$ cat src/rtl/cw_cksum_pkg.sv
package cw_cksum_pkg;
   localparam int unsigned CKS_CRC_W      = 15;
   localparam logic [14:0] CKS_POLY_LOW   = 15'h6815;
   localparam int unsigned CKS_DATA_BYTES = 6;
   localparam int unsigned CKS_BYTE_W     = 8;

   typedef enum logic [1:0] {
      SEG_DATA = 2'd0,
      SEG_REM  = 2'd1,
      SEG_PAR  = 2'd2
   } cks_seg_e;
endpackage

$ cat src/rtl/cw_lfsr_step.sv
module cw_lfsr_step #(
   parameter int unsigned W        = 15,
   parameter logic [W-1:0] POLY    = '0
) (
   input  logic [W-1:0] cur,
   input  logic         din,
   output logic [W-1:0] nxt
);
   logic fb;
   assign fb = din ^ cur[W-1];

   for (genvar i = 0; i < W; i++) begin : g_tap
      if (i == 0) begin : g_lsb
         assign nxt[0] = fb & POLY[0];
      end else begin : g_mid
         assign nxt[i] = cur[i-1] ^ (fb & POLY[i]);
      end
   end
endmodule

$ cat src/rtl/cw_pos_ctr.sv
module cw_pos_ctr #(
   parameter int unsigned LEN = 64,
   localparam int unsigned PW = $clog2(LEN)
) (
   input  logic          clk,
   input  logic          rst_n,
   input  logic          clear,
   input  logic          adv,
   output logic [PW-1:0] pos
);
   localparam logic [PW-1:0] LAST = PW'(LEN - 1);

   always_ff @(posedge clk or negedge rst_n) begin
      if (!rst_n)       pos <= '0;
      else if (clear)   pos <= '0;
      else if (adv)     pos <= (pos == LAST) ? '0 : pos + 1'b1;
   end
endmodule

$ cat src/rtl/cw_cksum_unit.sv
module cw_cksum_unit #(
   parameter int unsigned DATA_BYTES = cw_cksum_pkg::CKS_DATA_BYTES,
   parameter int unsigned BYTE_W     = cw_cksum_pkg::CKS_BYTE_W,
   parameter int unsigned CRC_W      = cw_cksum_pkg::CKS_CRC_W,
   parameter logic [CRC_W-1:0] POLY  = cw_cksum_pkg::CKS_POLY_LOW
) (
   input  logic clk,
   input  logic rst_n,
   input  logic enable,
   input  logic sync_search,
   input  logic tx_mode,
   input  logic restart,
   input  logic bit_valid,
   input  logic bit_in,
   output logic tx_bit,
   output logic cks_slot,
   output logic cks_true,
   output logic cks_irq
);
   import cw_cksum_pkg::*;

   localparam int unsigned DATA_W = DATA_BYTES * BYTE_W;
   localparam int unsigned WORD_W = DATA_W + CRC_W + 1;
   localparam int unsigned PW     = $clog2(WORD_W);
   localparam logic [PW-1:0] REM_FIRST = PW'(DATA_W);
   localparam logic [PW-1:0] REM_LAST  = PW'(DATA_W + CRC_W - 1);
   localparam logic [PW-1:0] PAR_POS   = PW'(WORD_W - 1);

   initial begin
      if (WORD_W % BYTE_W != 0)
         $error("codeword width %0d is not a whole number of bytes", WORD_W);
      if (POLY[0] != 1'b1)
         $error("polynomial must have a constant term");
      if (CRC_W < 2)
         $error("remainder width too small");
   end

   logic          active, adv, clr;
   logic [PW-1:0] pos;
   cks_seg_e      seg;
   logic          first, last_rem;
   logic [CRC_W-1:0] div_q, div_cur, div_nxt;
   logic          par_q, par_cur;
   logic          feed, line_bit, pass;

   assign active = enable & ~sync_search;
   assign clr    = restart | ~active;
   assign adv    = bit_valid & active & ~restart;

   cw_pos_ctr #(.LEN(WORD_W)) u_pos (
      .clk(clk), .rst_n(rst_n), .clear(clr), .adv(adv), .pos(pos)
   );

   always_comb begin
      if (pos < REM_FIRST)    seg = SEG_DATA;
      else if (pos == PAR_POS) seg = SEG_PAR;
      else                    seg = SEG_REM;
   end

   assign first    = (pos == '0);
   assign last_rem = (pos == REM_LAST);
   assign div_cur  = first ? '0 : div_q;
   assign par_cur  = first ? 1'b0 : par_q;

   // transmit line bit
   always_comb begin
      tx_bit = bit_in;
      if (active && tx_mode) begin
         unique case (seg)
            SEG_DATA: tx_bit = bit_in;
            SEG_REM:  tx_bit = div_cur[CRC_W-1] ^ last_rem;
            SEG_PAR:  tx_bit = par_cur;
            default:  tx_bit = bit_in;
         endcase
      end
   end

   assign cks_slot = active & tx_mode & (seg != SEG_DATA);

   // divider input: data in transmit, shifting out remainder in its slots
   always_comb begin
      if (tx_mode) feed = (seg == SEG_DATA) ? bit_in : div_cur[CRC_W-1];
      else         feed = bit_in ^ last_rem;
   end

   assign line_bit = tx_mode ? tx_bit : bit_in;

   cw_lfsr_step #(.W(CRC_W), .POLY(POLY)) u_step (
      .cur(div_cur), .din(feed), .nxt(div_nxt)
   );

   assign pass = (div_cur == '0) && (par_cur == bit_in);

   always_ff @(posedge clk or negedge rst_n) begin
      if (!rst_n) begin
         div_q <= '0;
         par_q <= 1'b0;
      end else if (clr) begin
         div_q <= '0;
         par_q <= 1'b0;
      end else if (adv) begin
         div_q <= div_nxt;
         par_q <= par_cur ^ line_bit;
      end
   end

   always_ff @(posedge clk or negedge rst_n) begin
      if (!rst_n) begin
         cks_true <= 1'b0;
         cks_irq  <= 1'b0;
      end else begin
         cks_irq <= 1'b0;
         if (clr) begin
            cks_true <= 1'b0;
         end else if (adv && !tx_mode && seg == SEG_PAR) begin
            cks_true <= pass;
            cks_irq  <= pass;
         end
      end
   end
endmodule

$ cat config.mk
export PLATFORM = sky130hd
export DESIGN_NAME = cw_cksum_unit
export DESIGN_NICKNAME = d
export VERILOG_FILES = /design/src/rtl/cw_cksum_pkg.sv /design/src/rtl/cw_lfsr_step.sv /design/src/rtl/cw_pos_ctr.sv /design/src/rtl/cw_cksum_unit.sv
export SDC_FILE = /design/constraint.sdc
export NUM_CORES = 1
export LEC_CHECK = 0
export BUFFER_PORTS_ARGS = -buffer_cell sky130_fd_sc_hd__buf_4
export CORE_UTILIZATION = 45
export CTS_CLUSTER_DIAMETER = 150
export DETAILED_ROUTE_END_ITERATION = 8
export GPL_TIMING_DRIVEN = 0
export PLACE_DENSITY = 0.64
export SYNTH_ARGS = -nofsm -noshare
export SYNTH_HDL_FRONTEND = slang
export SYNTH_SLANG_ARGS = --single-unit
$ cat constraint.sdc
create_clock -name clk -period 1.65 [get_ports clk]
set_input_delay 0.165 -clock clk [delete_from_list [all_inputs] [get_ports clk]]
set_output_delay 0.165 -clock clk [all_outputs]
set_load 0.005 [all_outputs]
======== Word-level counts from Yosys, hierarchy flattened ========
Cells that the tools add are included.
storage, ports and cells
  flip-flop bits (word level) ............. 24
  bits of input ports ..................... 8
  output and inout port bits .............. 4
  logic and storage cells ................. 61
cells by class
  add/subtract/negate cells ............... 1
  magnitude comparators ................... 1
  eq/ne operators ......................... 5
  mux-type cells .......................... 20
  bitwise logic cells ..................... 18
  reductions and logical operators ........ 11
operators by type and width
  cell                 count
  $mux 15              3
  $mux 6               3
  $logic_not 15->1     1
  $eq 6x6->1 const B   2
  $mux 1               11
  $xor 1x1->1          9
  $add 6x1->6 const B  1
  $logic_not 6->1      1
  $lt 6x6->1 const B   1
  $reduce_bool 2->1    3
  $and 1x1->1          5
  $logic_and 1x1->1    4
  $mux 2               2
  $not 1->1            3
  $eq 2x1->1 const B   1
  $eq 2x2->1 const B   1
  $logic_not 2->1      1
  $pmux 1 s2           1
  $eq 1x1->1           1
  $logic_not 1->1      1
  $or 1x1->1           1

======== Longest topological paths before layout ========
Gate-level depths: netlist (run 1).
  depth in word-level cells ............... 10
  mapped depth ............................ 7
  gate-level depth less buffers ........... 7

======== Modules after synthesis ========
A second synthesis (run 1) with hierarchy kept.
second synthesis, totals
  cells, all modules ...................... 157
  area, all modules ....................... 1561.5 um2
by module, submodules not included
  module         times used  cells an instance  area each (um2)
  cw_cksum_unit  1           108                1038.5
  cw_pos_ctr     1           32                 315.3
  cw_lfsr_step   1           17                 207.7

======== Worst setup path before layout (run 1) ========
OpenSTA, ideal clock, no wires.
  path kind ............................... reg2reg
  start ................................... register u_pos.pos[0]
  end ..................................... register div_q[11]
  library setup time ...................... 0.135 ns
  arrival time ............................ 1.667 ns
  slack ................................... -0.152 ns
  stages on the path, launching flop included .. 8
  path buffers ............................ 0
  cell sequence ........................... dfrtp_1 -> inv_1 -> ha_1 -> nor2b_1 -> a41o_1 -> a211oi_4 -> xor2_1 -> a21oi_1
between the ends
  longest elaborated chain between the ends .. 10
  elaborated cells on any way between the ends .. 15
  classes of those cells .................. 1 x order compare; 2 x eq/ne; 7 x mux; 3 x bitwise; 2 x reduce/logical
ends and longest elaborated chain
  item                                                                RTL line              source
  start: declaration                                                  cw_pos_ctr.sv:9       output logic [PW-1:0] pos
  start signal: assignment                                            cw_pos_ctr.sv:16      else if (adv) pos <= (pos == LAST) ? '0 : pos + 1'b1;
  parallel branches: the longest is 7 deep, another holds $lt 6x6->1  --
  $xor 1x1->1 *                                                       cw_lfsr_step.sv:16    assign nxt[i] = cur[i-1] ^ (fb & POLY[i]);
  $mux 15 *                                                           cw_cksum_unit.sv:101  end else if (adv) begin
  $mux 15 *                                                           cw_cksum_unit.sv:98   end else if (clr) begin
  end signal: assignment                                              cw_cksum_unit.sv:102  div_q <= div_nxt;
  end: declaration                                                    cw_cksum_unit.sv:42   logic [CRC_W-1:0] div_q, div_cur, div_nxt;
Mark *: on every way between the ends. The select of a mux whose other input is x is not followed.
A chain may end at the register's enable or synchronous reset.

======== Worst setup path after layout (run 1) ========
  start ................................... register u_pos.pos[1]
  end ..................................... output port tx_bit
between the ends
  longest elaborated chain between the ends .. 6
  elaborated cells on any way between the ends .. 13
  classes of those cells .................. 1 x order compare; 4 x eq/ne; 6 x mux; 1 x bitwise; 1 x reduce/logical
ends and longest elaborated chain
  item                                                                RTL line             source
  parallel branches: the longest is 4 deep, another holds $lt 6x6->1  --
  $pmux 1 s2 *                                                        cw_cksum_unit.sv:69  unique case (seg)
  $mux 1 *                                                            cw_cksum_unit.sv:68  if (active && tx_mode) begin
  end: declaration                                                    cw_cksum_unit.sv:15  output logic tx_bit,
Mark *: on every way between the ends.

==> results of run 1 <==
stage by stage:
step	setup WS (ns)	cell area [um^2]	power (uW)	instances	hold slack, ns
finish	-0.2864	1844	1050	199	0.1287
global route	-0.3567	1844	1099	199	0.1211
CTS	-0.2938	1775	1050	196	0.1507
detailed placement	-0.2674	1494	713.8	177	0.07793
global placement	-0.2158	1494	710.9	177	0.07467
floorplan	-0.02711	1380	671.3	136	-0.1306
how the worst max path moves through the flow:
| stage | from | endpoint | slack [ns] | cells after the start |
|---|---|---|---|---|
| 6_report | u_pos.pos[1]$_DFFE_PN0P_ | tx_bit | -0.29 | 7 |
| 5_1_grt | u_pos.pos[1]$_DFFE_PN0P_ | tx_bit | -0.36 | 7 |
| 4_1_cts | u_pos.pos[1]$_DFFE_PN0P_ | tx_bit | -0.29 | 6 |
| 3_5_place_dp | u_pos.pos[0]$_DFFE_PN0P_ | div_q[2]$_DFFE_PN0P_ | -0.27 | 7 |
| 3_3_place_gp | u_pos.pos[1]$_DFFE_PN0P_ | div_q[2]$_DFFE_PN0P_ | -0.22 | 7 |
| 2_1_floorplan | u_pos.pos[1]$_DFFE_PN0P_ | div_q[11]$_DFFE_PN0P_ | -0.03 | 7 |
registers in the layout (all words and copies together), names as in the netlist:
| register | flops |
|---|---|
| par_q | 1 |
| cks_true | 1 |
| div_q | 15 |
| cks_irq | 1 |
| u_pos.pos | 6 |
kinds of logic (layout without fill, tap and decap cells):
kind of cell    after synthesis  count (layout)
flops                        24              24
xor+xnor                      8               8
mux                           5               5
buf+inv                      12              43
simple gates                 48              49
fa+ha+maj                     3               3
compound gates               36              36
worst max-delay path, stage by stage, from the launching register on:
cell	delay [ns]
dfrtp_2	0.48
inv_2	0.08
ha_4	0.12
nor2b_4	0.17
nand2_4	0.07
a311oi_4	0.32
nor2_1	0.08
buf_4	0.14
report_power, final:
part | switching (uW) | internal [uW]
Combinational | 74.2 | 65.0
Sequential | 6.54 | 593
Clock | 176 | 135
Total | 257 | 793
what timing repair did:
action	4_1_cts	5_1_grt
resized for setup	26	9
cloned	0	1
pin swaps	18	19
buffers inserted	16	4
hold endpoints to repair	24	0
hold buffers	1	0
setup endpoints to repair	19	20
routing by layer:
metal	part of all wire	wire (um)
met5	0	0
met4	0.020	63
met3	0.060	192
met2	0.47	1500
met1	0.45	1452
area by class of cell:
| class | instances | share of cell area |
|---|---|---|
| Timing Repair Buffer | 29 | 0.1343 |
| Multi-Input combinational cell | 101 | 0.4708 |
| Sequential cell | 24 | 0.3290 |
| Tap cell | 31 | 0.02103 |
| Buffer | 6 | 0.01696 |
| Inverter | 4 | 0.008141 |
| Clock buffer | 4 | 0.01967 |
cells in the mapped netlist (2+ instances only):
master	instances
nor4_1	3
clkbuf_1	5
nor2b_1	4
a22o_1	9
mux2_2	2
o21ai_0	6
mux2i_1	3
nor2_1	8
nand3_1	7
and3_1	2
inv_1	4
dfrtp_1	24
a311oi_1	3
ha_1	3
nand2_1	12
xor2_1	8
a21oi_1	6
and2_1	2
==> impl_metrics.csv, run 1 <==
group,metric,value,unit
run_status,status,"finished with violations",
layout,final_common_cell,"buf_4",
grt,grt.busiest_layer,"met2",
routing,drc,4,
die,start_util,0.4808,
timing,setup-violations-final,19,
run,max_cap_viol_count,0,
grt,use_met1,0.2771,
synth,syn_area_per_cell,9.918,um^2
synth,synth_compound_area_frac,0.2078,
die,die_w,56.75,um
synth,synth-edff-count,0,
synth,synthXorXnorAreaFrac,0.05195,
worst_hold_path,min_to,"cks_irq$_DFF_PN0_",
grt,overflow,0,
clock_tree,root_buffer,"clkbuf_4",
place,port_buffers,10,
critical_path,crit_type,"register to primary output",
clock_tree,clk_pin_slew,0.13,ns
critical_path,endpoint_kind,"primary output",
grt,grt_max_degree,25,
place,place_hpwl,2.006,mm
layout,multi_input_area,868.3,um^2
timing,setup_ws,-0.2864,ns
timing,hold_violations,0,
critical_path,rrSetupSlack,-0.24,ns
synth,yosysUniqueCellTypes,43,
clock_tree,clock_path_buffers,2,
critical_path,reg2regPathDepth,11,
die,die-area,3220,um^2
routing,drt-pass1-iter-count,6,
grt,grt_antenna_before_repair,0,
layout,final_cell_mix,"buf_4 (23), dfrtp_1 (19), nand2_1 (11)",
timing,slew_viol_final,0,
synth,synth-adder-area-share,0.02783,
synth,synth_largest_type_area_fraction,0.4453,
die,rows,19,
grt,grt_pass1_wl,5.154,mm
run_status,failed_checks,"design-rule violations, negative setup slack",
timing,tns,-2.801,ns
synth,syn_area,1349,um^2
clock_tree,cts_tree,"yes",
critical_path,crit_arrival,1.77,ns
die,core,2805,um^2
grt,gr-usage-met3,0.05991,
synth,synth_fp_nets,147,
die,die_h,56.75,um
worst_hold_path,hp-start,"tx_mode",
grt,grt_pass1_vias,1130,
layout,antennaDiodeCount,0,
grt,grtUsageMet2,0.3214,
layout,final_nets,180,
routing,avgViaCountPerCell,6.015,
timing,fmax,516.4,MHz
critical_path,worst_ep_required_time,1.48,ns
clock_tree,htreeDepth,1,
timing,clock_skew,0.003084,ns
critical_path,r2r_start,"u_pos.pos[1]$_DFFE_PN0P_",
synth,synth.area.top_cells,"dfrtp_1 (45%), a22o_1 (5.8%), xor2_1 (5.2%)",
worst_hold_path,hold-path-cell-count,3,
power_and_ir_drop,ir_drop,0.6587,mV
layout,drive_above_1_share,0.3869,
power_and_ir_drop,power.leakage,0.0008111,uW
layout,regArea,606.8,um^2
place,place_congestion,0.8201,
clock_tree,cts_sinks,24,
critical_path,path_max_fanout,4,
critical_path,startpoint_type,"register",
synth,async_flop_share,1.000,
synth,ys_warn_count,0,
power_and_ir_drop,p_per_area,569.3,nW/um^2
timing,min_period,1.936,ns
clock_tree,cts_inserted_buffers,3,
synth,yosysTopAreaCell,"dfrtp_1",
synth,postSynthCellCount,136,
layout,area_growth,36.73,%
timing,slew_headroom,0.5926,
synth,synthSimpleGateAreaFrac,0.1883,
synth,ys_ff_latch,24,
synth,seq_area_frac_synth,0.4453,
synth,synth_ff_type,"dfrtp_1",
routing,wirelength,3.209,mm
synth,synth.area.mux_share,0.03896,
routing,wl_per_cell,16.13,um
timing,rsz0062_at_grt,"true",
critical_path,r2r_end,"div_q[2]$_DFFE_PN0P_",
routing,drtAntennaViolNets,0,
layout,nFillCells,207,
routing,vias,1197,
grt,grt_usage,0.2096,
clock_tree,worstSkewPairLatency,0.32,ns
worst_hold_path,holdCritPathClass,"input port to register",
layout,utilization,0.6574,
timing,tightest_slew,0.6089,ns
synth,synth_top_family_by_area,"compound AO/OA/AOI/OAI gates",
die,io-pin-count,12,
timing,finalCritPeriodShare,1.174,
routing,dr.first_iter.drc_count,61,
(Power assumes the default switching activity.)
==> inputs of run 2 (changes only) <==
ABC_AREA = 1   (was default)
SKIP_CTS_REPAIR_TIMING = 1   (was default)
==> run 2 against run 1 <==
Net effect: the run ends with negative setup slack left; final cell count rose by 23%; utilization fell by 1.1 points; area after synthesis rose by 4.9%; first-iteration DRC count fell by 23%; critical path type unchanged; non-clock buffer count fell by 5; combinational power fell by 22%; worst hold slack got worse by 0.018 ns; critical path depth rose by 3; sequential share of layout area fell by 0.56 points; clock power rose by 40%.
==> impl_metrics.csv, run 2 <==
group,metric,value,unit
run_status,status,"finished with violations",
run_status,failed_checks,"negative setup slack",
place,place_congestion,0.8054,
layout,final_cell_mix,"nand2_1 (40), buf_4 (23), dfrtp_1 (23)",
synth,synth_fp_nets,184,
critical_path,crit_type,"register to primary output",
grt,grt_usage,0.2083,
grt,overflow,0,
grt,grt_pass1_vias,1195,
die,die-area,3373,um^2
synth,synth_largest_type_area_fraction,0.4244,
power_and_ir_drop,power.leakage,0.0009023,uW
critical_path,endpoint_kind,"primary output",
grt,grt_pass1_wl,5.368,mm
critical_path,max_stage_delay,0.45,ns
clock_tree,root_buffer,"clkbuf_4",
timing,setup_ws,-0.2149,ns
routing,wl_per_cell,13.80,um
synth,ys_warn_count,0,
clock_tree,cts_tree,"yes",
synth,synth-edff-count,0,
timing,hold_violations,0,
routing,avgViaCountPerCell,5.254,
timing,slew_viol_final,0,
routing,drtAntennaViolNets,0,
synth,yosysUniqueCellTypes,28,
routing,dr.first_iter.drc_count,47,
clock_tree,htreeDepth,1,
die,die_w,58.08,um
synth,yosysTopAreaCell,"dfrtp_1",
layout,antennaDiodeCount,0,
timing,min_period,1.865,ns
die,start_util,0.4920,
die,core,2877,um^2
power_and_ir_drop,total_power,1140,uW
critical_path,cpMostUsedCell,"nand2_1",
grt,grt_antenna_before_repair,0,
layout,final_nets,214,
layout,drive_above_1_share,0.3663,
place,dp_cells,226,
synth,seq_area_frac_synth,0.4244,
routing,vias,1282,
routing,wirelength,3.367,mm
critical_path,startpoint_type,"register",
layout,largest_reg_flops,15,
synth,synth.area.top_cells,"dfrtp_1 (42%), nand2_1 (13%), o21ai_0 (5.0%)",
critical_path,cp.buffers_inverters,3,
critical_path,worst_ep_required_time,1.48,ns
layout,regArea,601.8,um^2
routing,drt-pass1-iter-count,7,
layout,nFillCells,228,
synth,ys_ff_latch,24,
critical_path,cp_slowest_cell,"dfrtp_1",
grt,grt_max_degree,25,
power_and_ir_drop,p_per_area,612.9,nW/um^2
synth,synth_ff_type,"dfrtp_1",
layout,final_common_cell,"nand2_1",
synth,async_flop_share,1.000,
clock_tree,clk_pin_slew,0.14,ns
clock_tree,cts_inserted_buffers,3,
worst_hold_path,holdCritPathClass,"input port to register",
routing,drc,0,
clock_tree,cts_sinks,24,
place,port_buffers,11,
power_and_ir_drop,ir_drop,0.5444,mV
place,preCtsSetupSlack,-0.03418,ns
die,die_h,58.08,um
timing,fmax,536.2,MHz
layout,fin_cells,244,
synth,syn_area_per_cell,8.180,um^2
die,io-pin-count,12,
timing,rsz0062_at_grt,"true",
clock_tree,clock_path_buffers,2,
layout,multi_input_area,822.0,um^2
synth,yosys-top-cells-count,"nand2_1 (49), dfrtp_1 (24), o21ai_0 (14), inv_1 (12), nand3_1 (11)",
timing,finalCritPeriodShare,1.130,
critical_path,path_max_fanout,4,
synth,postSynthCellCount,173,
synth,syn_area,1415,um^2
timing,slew_headroom,0.7852,
timing,tightest_slew,0.3221,ns
layout,area_growth,31.48,%
timing,clock_skew,0.002407,ns
clock_tree,worstSkewPairLatency,0.32,ns
critical_path,worstPathCellList,"inv_2 > ha_4 > nand3_4 > nand2_4 > nand2_1 > nand3_1 > nand2_1 > nand2_1 > inv_1 > buf_4",
synth,synth.most_common_cell,"nand2_1",
layout,top_register,"div_q",
critical_path,critPathTopFamily,"flip-flops",
place,place_hpwl,2.249,mm
timing,tns,-0.8138,ns
die,rows,19,
run,max_cap_viol_count,0,
layout,top_regs,"div_q: 15 flops, u_pos.pos: 6 flops",
timing,setup-violations-final,9,
critical_path,crit_arrival,1.70,ns
-- run 2: cell count changes in the layout (fill, tap and decap cells not counted), moves of 4 or more --
cell     delta
inv_1       +8
nand2_1    +29
o21ai_1     +5
nor2_4      +4
dfrtp_2     -4
nand3_2     +5
dfrtp_1     +4
a22o_1      -8
xor2_1      -5
nand2_2     +8
o21ai_0     +8
nand3_1     +4
nand2_4     +5
-- run 2: power breakdown --
group | switching [uW] | internal [uW]
Clock | 189 | 246
Combinational | 63.2 | 45.9
Sequential | 4.45 | 592
-- run 2: stage by stage --
step | hold slack [ns] | utilization | area [um^2]
global placement | 0.08063 | 0.5389 | 1550
finish | 0.1107 | 0.6468 | 1861
detailed placement | 0.08348 | 0.5389 | 1550
floorplan | -0.1306 | - | 1415
CTS | -0.2801 | 0.5572 | 1603
global route | 0.1460 | 0.6468 | 1861
-- run 2: per-layer routing --
metal | vias up | global-route usage | part of all wire
li1 | 635 | - | -
met1 | 608 | 0.2731 | 0.47
met2 | 33 | 0.3481 | 0.49
met3 | 6 | 0.04688 | 0.033
met4 | 0 | 0.05442 | 0.0086
met5 | - | 0 | 0
-- run 2: layout make-up --
class                           instances  share of cell area
Clock inverter                          1             0.01614
Timing Repair Buffer                   25              0.1137
Buffer                                  5             0.03430
Tap cell                               42             0.02824
Inverter                               15             0.03026
Sequential cell                        24              0.3235
Clock buffer                            3             0.01210
Multi-Input combinational cell        129              0.4418
-- run 2: worst reg2reg max path: stages, from the launching register on --
cell and delay, ns:
dfrtp_1 0.44, inv_2 0.10, ha_4 0.17, nand3_4 0.11
buf_4 0.15, nand3_1 0.10, nand2_1 0.10, nand2_2 0.07
buf_4 0.18, a21oi_1 0.14, o21ai_1 0.09
-- run 2: cell families after synthesis --
kind of cell | count (synthesis) | synth area share
AND/OR/NAND/NOR | 91 | 0.3263
adder cells (fa/ha/maj) | 3 | 0.02653
AO/OA/AOI/OAI | 33 | 0.1317
flip-flops | 24 | 0.4244
XOR/XNOR | 2 | 0.01238
buffers and inverters | 20 | 0.07869
-- run 2: worst paths after layout --
check	depth (start not counted)	endpoint	slack, ns	start
max in group asynchronous	2	u_pos.pos[1]$_DFFE_PN0P_	1.13	rst_n
max reg2reg	10	div_q[13]$_DFFE_PN0P_	-0.11	u_pos.pos[0]$_DFFE_PN0P_
max	10	tx_bit	-0.21	u_pos.pos[0]$_DFFE_PN0P_
min reg2reg	2	div_q[1]$_DFFE_PN0P_	0.50	div_q[1]$_DFFE_PN0P_
min in group asynchronous	2	u_pos.pos[4]$_DFFE_PN0P_	0.26	rst_n
min	4	u_pos.pos[2]$_DFFE_PN0P_	0.11	restart
